$ cat config.mk
export PLATFORM = sky130hd
export DESIGN_NAME = upd_shadow_seq
export DESIGN_NICKNAME = d
export VERILOG_FILES = /design/src/rtl/upd_pick.sv /design/src/rtl/upd_xfer_timer.sv /design/src/rtl/upd_flag_bank.sv /design/src/rtl/upd_shadow_seq.sv
export SDC_FILE = /design/constraint.sdc
export NUM_CORES = 1
export LEC_CHECK = 0
export CORE_ASPECT_RATIO = 1.25
export CORE_MARGIN = 1
export CORE_UTILIZATION = 60
export CTS_CLUSTER_DIAMETER = 60
export DETAILED_ROUTE_END_ITERATION = 8
export PLACE_DENSITY_LB_ADDON = 0.1
export SETUP_SLACK_MARGIN = 0.2
export SYNTH_ARGS = -nofsm -noshare
export SYNTH_HDL_FRONTEND = slang
export SYNTH_SLANG_ARGS = --single-unit
$ cat constraint.sdc
create_clock -name clk -period 13.9 [get_ports clk]
set_clock_uncertainty 0.1 [all_clocks]
set_input_delay 2.78 -clock clk [delete_from_list [all_inputs] [get_ports clk]]
set_output_delay 2.78 -clock clk [all_outputs]
set_load 0.02 [all_outputs]
$ cat src/rtl/upd_pick.sv
// Lowest-index request picker.
module upd_pick #(
  parameter int N     = 8,
  parameter int IDX_W = $clog2(N)
) (
  input  logic [N-1:0]     req,
  output logic [IDX_W-1:0] idx,
  output logic             any
);
  always_comb begin
    idx = '0;
    any = 1'b0;
    for (int i = N - 1; i >= 0; i--) begin
      if (req[i]) begin
        idx = IDX_W'(i);
        any = 1'b1;
      end
    end
  end
endmodule

$ cat src/rtl/upd_xfer_timer.sv
// Models the domain-crossing latency of one transfer.
module upd_xfer_timer #(
  parameter int CYCLES = 4,
  localparam int CNT_W = $clog2(CYCLES + 1)
) (
  input  logic clk,
  input  logic rst,
  input  logic start,
  output logic active,
  output logic done
);
  logic [CNT_W-1:0] cnt_q;

  always_ff @(posedge clk) begin
    if (rst) begin
      active <= 1'b0;
      cnt_q  <= '0;
    end else if (active) begin
      if (cnt_q == '0) active <= 1'b0;
      else             cnt_q  <= cnt_q - 1'b1;
    end else if (start) begin
      active <= 1'b1;
      cnt_q  <= CNT_W'(CYCLES - 1);
    end
  end

  assign done = active && (cnt_q == '0);
endmodule

$ cat src/rtl/upd_flag_bank.sv
// Pending and refreshed flag registers.
module upd_flag_bank #(
  parameter int N = 8
) (
  input  logic         clk,
  input  logic         rst,
  input  logic [N-1:0] set_vec,
  input  logic [N-1:0] land_vec,
  input  logic         clr_new,
  output logic [N-1:0] stale,
  output logic [N-1:0] fresh
);
  always_ff @(posedge clk) begin
    if (rst) begin
      stale <= '0;
      fresh <= '0;
    end else begin
      // a write on the landing edge keeps the register pending
      stale <= (stale & ~land_vec) | set_vec;
      // a landing beats a concurrent clear
      fresh <= (clr_new ? '0 : fresh) | land_vec;
    end
  end
endmodule

$ cat src/rtl/upd_shadow_seq.sv
module upd_shadow_seq #(
  parameter int NUM_REGS    = 8,
  parameter int DATA_W      = 32,
  parameter int XFER_CYCLES = 4,
  parameter int STAT_W      = 32,
  parameter int STALE_LSB   = 16,
  parameter int NEW_LSB     = 8,
  localparam int IDX_W      = $clog2(NUM_REGS)
) (
  input  logic              clk,
  input  logic              rst,
  input  logic              wr_en,
  input  logic [IDX_W-1:0]  wr_sel,
  input  logic [DATA_W-1:0] wr_data,
  input  logic              stat_rd,
  input  logic [IDX_W-1:0]  slow_rd_sel,
  output logic [STAT_W-1:0] status,
  output logic              busy,
  output logic [DATA_W-1:0] slow_rd_data
);
  logic [DATA_W-1:0] shadow_mem [NUM_REGS];
  logic [DATA_W-1:0] slow_mem   [NUM_REGS];

  logic [NUM_REGS-1:0] stale_q, fresh_q, set_vec, land_vec;
  logic [IDX_W-1:0]    pick_idx, cur_q;
  logic                pick_any, xfer_active, xfer_done, start;

  upd_pick #(.N(NUM_REGS), .IDX_W(IDX_W)) u_pick (
    .req (stale_q),
    .idx (pick_idx),
    .any (pick_any)
  );

  assign start = pick_any && !xfer_active;

  upd_xfer_timer #(.CYCLES(XFER_CYCLES)) u_timer (
    .clk    (clk),
    .rst    (rst),
    .start  (start),
    .active (xfer_active),
    .done   (xfer_done)
  );

  always_ff @(posedge clk) begin
    if (rst)        cur_q <= '0;
    else if (start) cur_q <= pick_idx;
  end

  always_comb begin
    set_vec  = '0;
    land_vec = '0;
    for (int i = 0; i < NUM_REGS; i++) begin
      if (wr_en && (wr_sel == IDX_W'(i)))    set_vec[i]  = 1'b1;
      if (xfer_done && (cur_q == IDX_W'(i))) land_vec[i] = 1'b1;
    end
  end

  upd_flag_bank #(.N(NUM_REGS)) u_flags (
    .clk      (clk),
    .rst      (rst),
    .set_vec  (set_vec),
    .land_vec (land_vec),
    .clr_new  (stat_rd),
    .stale    (stale_q),
    .fresh    (fresh_q)
  );

  // Fast-side shadow bank and slow-side copies.
  always_ff @(posedge clk) begin
    if (rst) begin
      for (int i = 0; i < NUM_REGS; i++) begin
        shadow_mem[i] <= '0;
        slow_mem[i]   <= '0;
      end
    end else begin
      for (int i = 0; i < NUM_REGS; i++) begin
        if (set_vec[i])  shadow_mem[i] <= wr_data;
        if (land_vec[i]) slow_mem[i]   <= shadow_mem[i];
      end
    end
  end

  always_ff @(posedge clk) begin
    if (rst) slow_rd_data <= '0;
    else     slow_rd_data <= slow_mem[slow_rd_sel];
  end

  always_comb begin
    status = '0;
    status[STALE_LSB +: NUM_REGS] = stale_q;
    status[NEW_LSB   +: NUM_REGS] = fresh_q;
  end

  assign busy = |stale_q;
endmodule

# Yosys cells after proc, flatten, opt, wreduce, memory -nomap -nowiden
# Memory sizes are Yosys's and may differ from the RTL's. A register that Yosys moved wholly into a read port is not among the register bits.
# Cells that the tools add are included.
[totals]
register_bits = 23
latch_bits = 0
ram_bits = 512
rom_bits = 0
inputBits = 42
out_inout_bits = 65
wordCells = 173
mem_count = 2
[classes]
addsub = 1
n_mul = 0
div_mod_pow = 0
magnitude_cmp = 0
n_eq_ne = 15
shift = 0
n_mux = 105
n_bitwise = 20
reduce_logical = 25
[mem_list]
columns = ["name", "depth", "width", "read_ports", "rd_clocked_by_memory_dff", "write_ports", "line_no", "rtl"]
rows = [
  ["shadow_mem", 8, 32, 8, 0, 8, "upd_shadow_seq.sv:21", "logic [DATA_W-1:0] shadow_mem [NUM_REGS];"],
  ["slow_mem", 8, 32, 1, 1, 8, "upd_shadow_seq.sv:22", "logic [DATA_W-1:0] slow_mem [NUM_REGS];"],
]
[op_table]
columns = ["operator", "count"]
rows = [
  ["32-bit two-way mux", 16],
  ["1-bit two-way mux", 77],
  ["3-bit two-way mux", 11],
  ["3-bit equality test, second input constant", 8],
  ["1-bit logical AND", 18],
  ["1-bit bitwise OR", 16],
  ["8-bit bitwise OR", 2],
  ["3-bit by 2-bit equality test with 1-bit output, second input constant", 4],
  ["3-bit zero test", 3],
  ["8-bit bitwise AND", 1],
  ["8-bit two-way mux", 1],
  ["8-bit inverter", 1],
  ["8-bit OR reduction", 1],
  ["3-bit by 1-bit equality test with 1-bit output, second input constant", 2],
  ["3-bit by 1-bit subtractor with 3-bit output, second input constant", 1],
  ["2-bit inequality test, second input constant", 1],
  ["2-bit AND reduction", 1],
  ["2-bit nonzero test", 1],
  ["1-bit zero test", 1],
]

# Longest topological paths before layout
[logic_depth]
ltp_word = 11
mapped_depth = 9
mapped_depth_nobuf = 7

# Modules after synthesis
# From an unflattened synthesis, not the netlist that was laid out.
[hier_totals]
cells_unflattened = 1440
area_unflattened_um2 = 22348.9
[by_module_without_submodules]
columns = ["module", "instances", "cells_per_inst", "area_each_um2"]
rows = [
  ["upd_shadow_seq", 1, 1342, 21451.8],
  ["upd_flag_bank", 1, 66, 629.4],
  ["upd_xfer_timer", 1, 19, 187.7],
  ["upd_pick", 1, 13, 80.1],
]

# Worst setup path before layout
# OpenSTA, ideal clock, no wires.
[synth_timing]
kind = "input port to flip-flop"
from = "input wr_en"
to = "memory shadow_mem[1][0] (netlist: shadow_mem[0][32]), enable pin"
setup_ns = 0.470
arrival_ns = 5.307
required_time_ns = 13.330
path_slack_ns = 8.022
path_stages = 2
path_buffers = 0
cell_sequence = "nand2_1 o31ai_1"
[synth_lines]
columns = ["element", "line_no", "rtl"]
rows = [
  ["start, declared", "upd_shadow_seq.sv:12", "input logic wr_en,"],
  ["end, declared", "upd_shadow_seq.sv:21", ""],
]

# Worst setup path after layout
[layout_timing]
from = "register u_flags.stale[7]"
to = "output busy"
[layout_via]
elab_chain_cells = 1
[layout_rtl]
columns = ["element", "line_no", "rtl"]
rows = [
  ["start, declared", "upd_flag_bank.sv:10", "output logic [N-1:0] stale,"],
  ["start signal, assigned", "upd_flag_bank.sv:19", "stale <= (stale & ~land_vec) | set_vec;"],
  ["8-bit OR reduction", "upd_shadow_seq.sv:94", "assign busy = |stale_q;"],
  ["end, declared", "upd_shadow_seq.sv:18", "output logic busy,"],
]
# No other way between the ends.

==> reports/qor.csv <==
metric;value;unit
status;finished, final reports clean;
startpoint;u_flags.stale[7];
rsz0062_at_grt;false;
synth_cells;1382;
clk_latency;0.57;ns
detail-route-antenna-nets;0;
initial_core_util;0.608;
h-tree-depth;2;
n_antenna_cell;0;
yosys-top-cells-area;edfxtp_1 (70%), and2_1 (7.3%), mux4_2 (6.5%);
cts_root_buffer;clkbuf_16;
netSwitchingFraction;0.213;
cts_tree;yes;
drv_cap;0;
cts_buffers;52;
cts_setup_buffers;0;
critPathLaunchType;register;
dr.first_iter.drc_count;1128;
cts_hold_buf;0;
synth_area;22100;um^2
ys_types;43;
first_pass_iters;6;
cp.required;11.02;ns
p_leak;9.14;nW
synth_edf_count;512;
hpwlAfterDp;25800;um
regArea;16500;um^2
path_buf_inv;1;
worstHoldStart;u_timer.cnt_q[0];
cts.clk_slew.worst_paths;0.06;ns
drive_above_1_share;0.129;
wl;47600;um
setup_viol;0;
p_per_area;146;nW/um^2
clock_sinks;567;
multi_input_area;5100;um^2
synthFlopType;edfxtp_1;
grt_use_met3;0.0325;
max_stage_delay;0.64;ns
nets;1520;
synth_warnings;0;
synth_area_per_cell;16.0;um^2
ys_seq_area_frac;0.747;
r2r_slack;11.23;ns
p_switching;781;uW
netlist.top_cell.by_area;edfxtp_1;
num_vias;11300;
cp_top_family;simple AND/OR/NAND/NOR gates;
antenna_found_initial;0;
nFillCells;2452;
post_drt_wl_per_cell;23.8;um
internal_power;2.89;mW
cts_resized;0;
die-area;37600;um^2
slew_headroom;0.224;
fin_setup_tns;0;ns
ir_worst_vdd;0.140;mV
pwr-share-clk;0.389;
grt_pass1_wl;70500;um
die_x;174;um
worstPathArrival;2.27;ns
grt_pass1_vias;11800;
vias_per_cell;5.65;
grt_max_degree;82;
core_area;36300;um^2
post-route-min-period;5.15;ns
grt.overflow.total;0;
ys_top_cells_by_count;edfxtp_1 (512), and2_1 (258), nor2_1 (142);
critical_path.max_fanout;5;
synth_top_area_share;0.697;
cts_buffer_depth;3;
hold_violations;0;
globalRouteMet2Util;0.472;
drc_errors;0;
synth-seq-cells;567;
gr-max-usage-layer;met2;
min_period_over_period;0.371;
crit_type;reg2out;
crit_slowest_cell;nor4_1;
drv_slew;0;
die_y;216;um
num_rows;78;
synth_most_common_cell;edfxtp_1;
fmax;194;MHz
post-route-util;0.692;
synthArstFlopShare;0;
finalWeightedCongestion;0.766;
seq_power_share;0.546;
io_pins;107;
syn_to_final_growth;13.9;%
met1_usage;0.330;
grt_usage;0.262;
r2r-start;u_timer.cnt_q[0];
setup.worst_path.end_class;output pin;
hold_class;reg2reg;
worst_pin_slew;1.16;ns
crit_chain;nor4_1, nand2_1, clkdlybuf4s50_1;
pwr-share-comb;0.065;
io_buffers;90;
## placed cells by master (no fill, tap or decap), drive strengths merged, types with 32 or more instances in the layout
cell type      count
edfxtp           512
and2             258
nor2             144
clkdlybuf4s50     87
nor2b             69
mux4              64
clkbuf            63
dfxtp             55
nand2             52
inv               43
a22o              32
## path summary, 6_finish.rpt
check        cells after the start          endpoint
max                              3              busy
min                              1  u_timer.cnt_q[0]
max reg2reg                      7   slow_mem[1][19]
min reg2reg                      1  u_timer.cnt_q[0]
## registers in the layout (all words and copies together), names as in the netlist
register        flops
cur_q               3
u_timer.active      1
u_flags.fresh       8
slow_rd_data       32
u_timer.cnt_q       3
u_flags.stale       8
slow_mem          256
shadow_mem        256
## power groups by stage
stage / Sequential (mW) / Combinational (mW) / Clock [mW]
floorplan: 2.04 / 0.138 / 0
detailed placement: 2.04 / 0.239 / 0
CTS: 2.00 / 0.240 / 1.45
global placement: 2.04 / 0.235 / 0
finish: 2.00 / 0.238 / 1.43
global route: 2.01 / 0.253 / 1.51
## metrics by stage
step	power, mW	cells	hold WS, ns	worst slack, ns	area [um^2]
floorplan	2.18	1397	0.311	8.02	22100
global placement	2.27	1902	0.323	8.33	23400
detailed placement	2.28	1902	0.331	8.30	23400
CTS	3.69	1997	0.344	8.72	25100
global route	3.77	1997	0.370	8.58	25100
finish	3.67	1997	0.338	8.75	25100
## kinds of logic after synthesis
logic type,after synthesis,synth area share
multiplexers,64,0.0653
other,1,0.000170
AO/OA/AOI/OAI,68,0.0234
buffers and inverters,135,0.0299
AND/OR/NAND/NOR,545,0.134
flip-flops,567,0.747
adder cells (fa/ha/maj),2,0.00113
## cell type report
| class | instances | share of cell area |
|---|---|---|
| Inverter | 43 | 0.00642 |
| Clock buffer | 63 | 0.0554 |
| Timing Repair Buffer | 117 | 0.0435 |
| Multi-Input combinational cell | 695 | 0.203 |
| Sequential cell | 567 | 0.655 |
| Clock inverter | 32 | 0.0123 |
| Tap cell | 480 | 0.0239 |
## routing by layer
layer | part of all wire | wire length [um]
met1 | 0.40 | 19000
met2 | 0.53 | 25000
met3 | 0.052 | 2490
met4 | 0.024 | 1150
met5 | 0 | 0
Note: power is estimated with default switching activity, not from simulation.
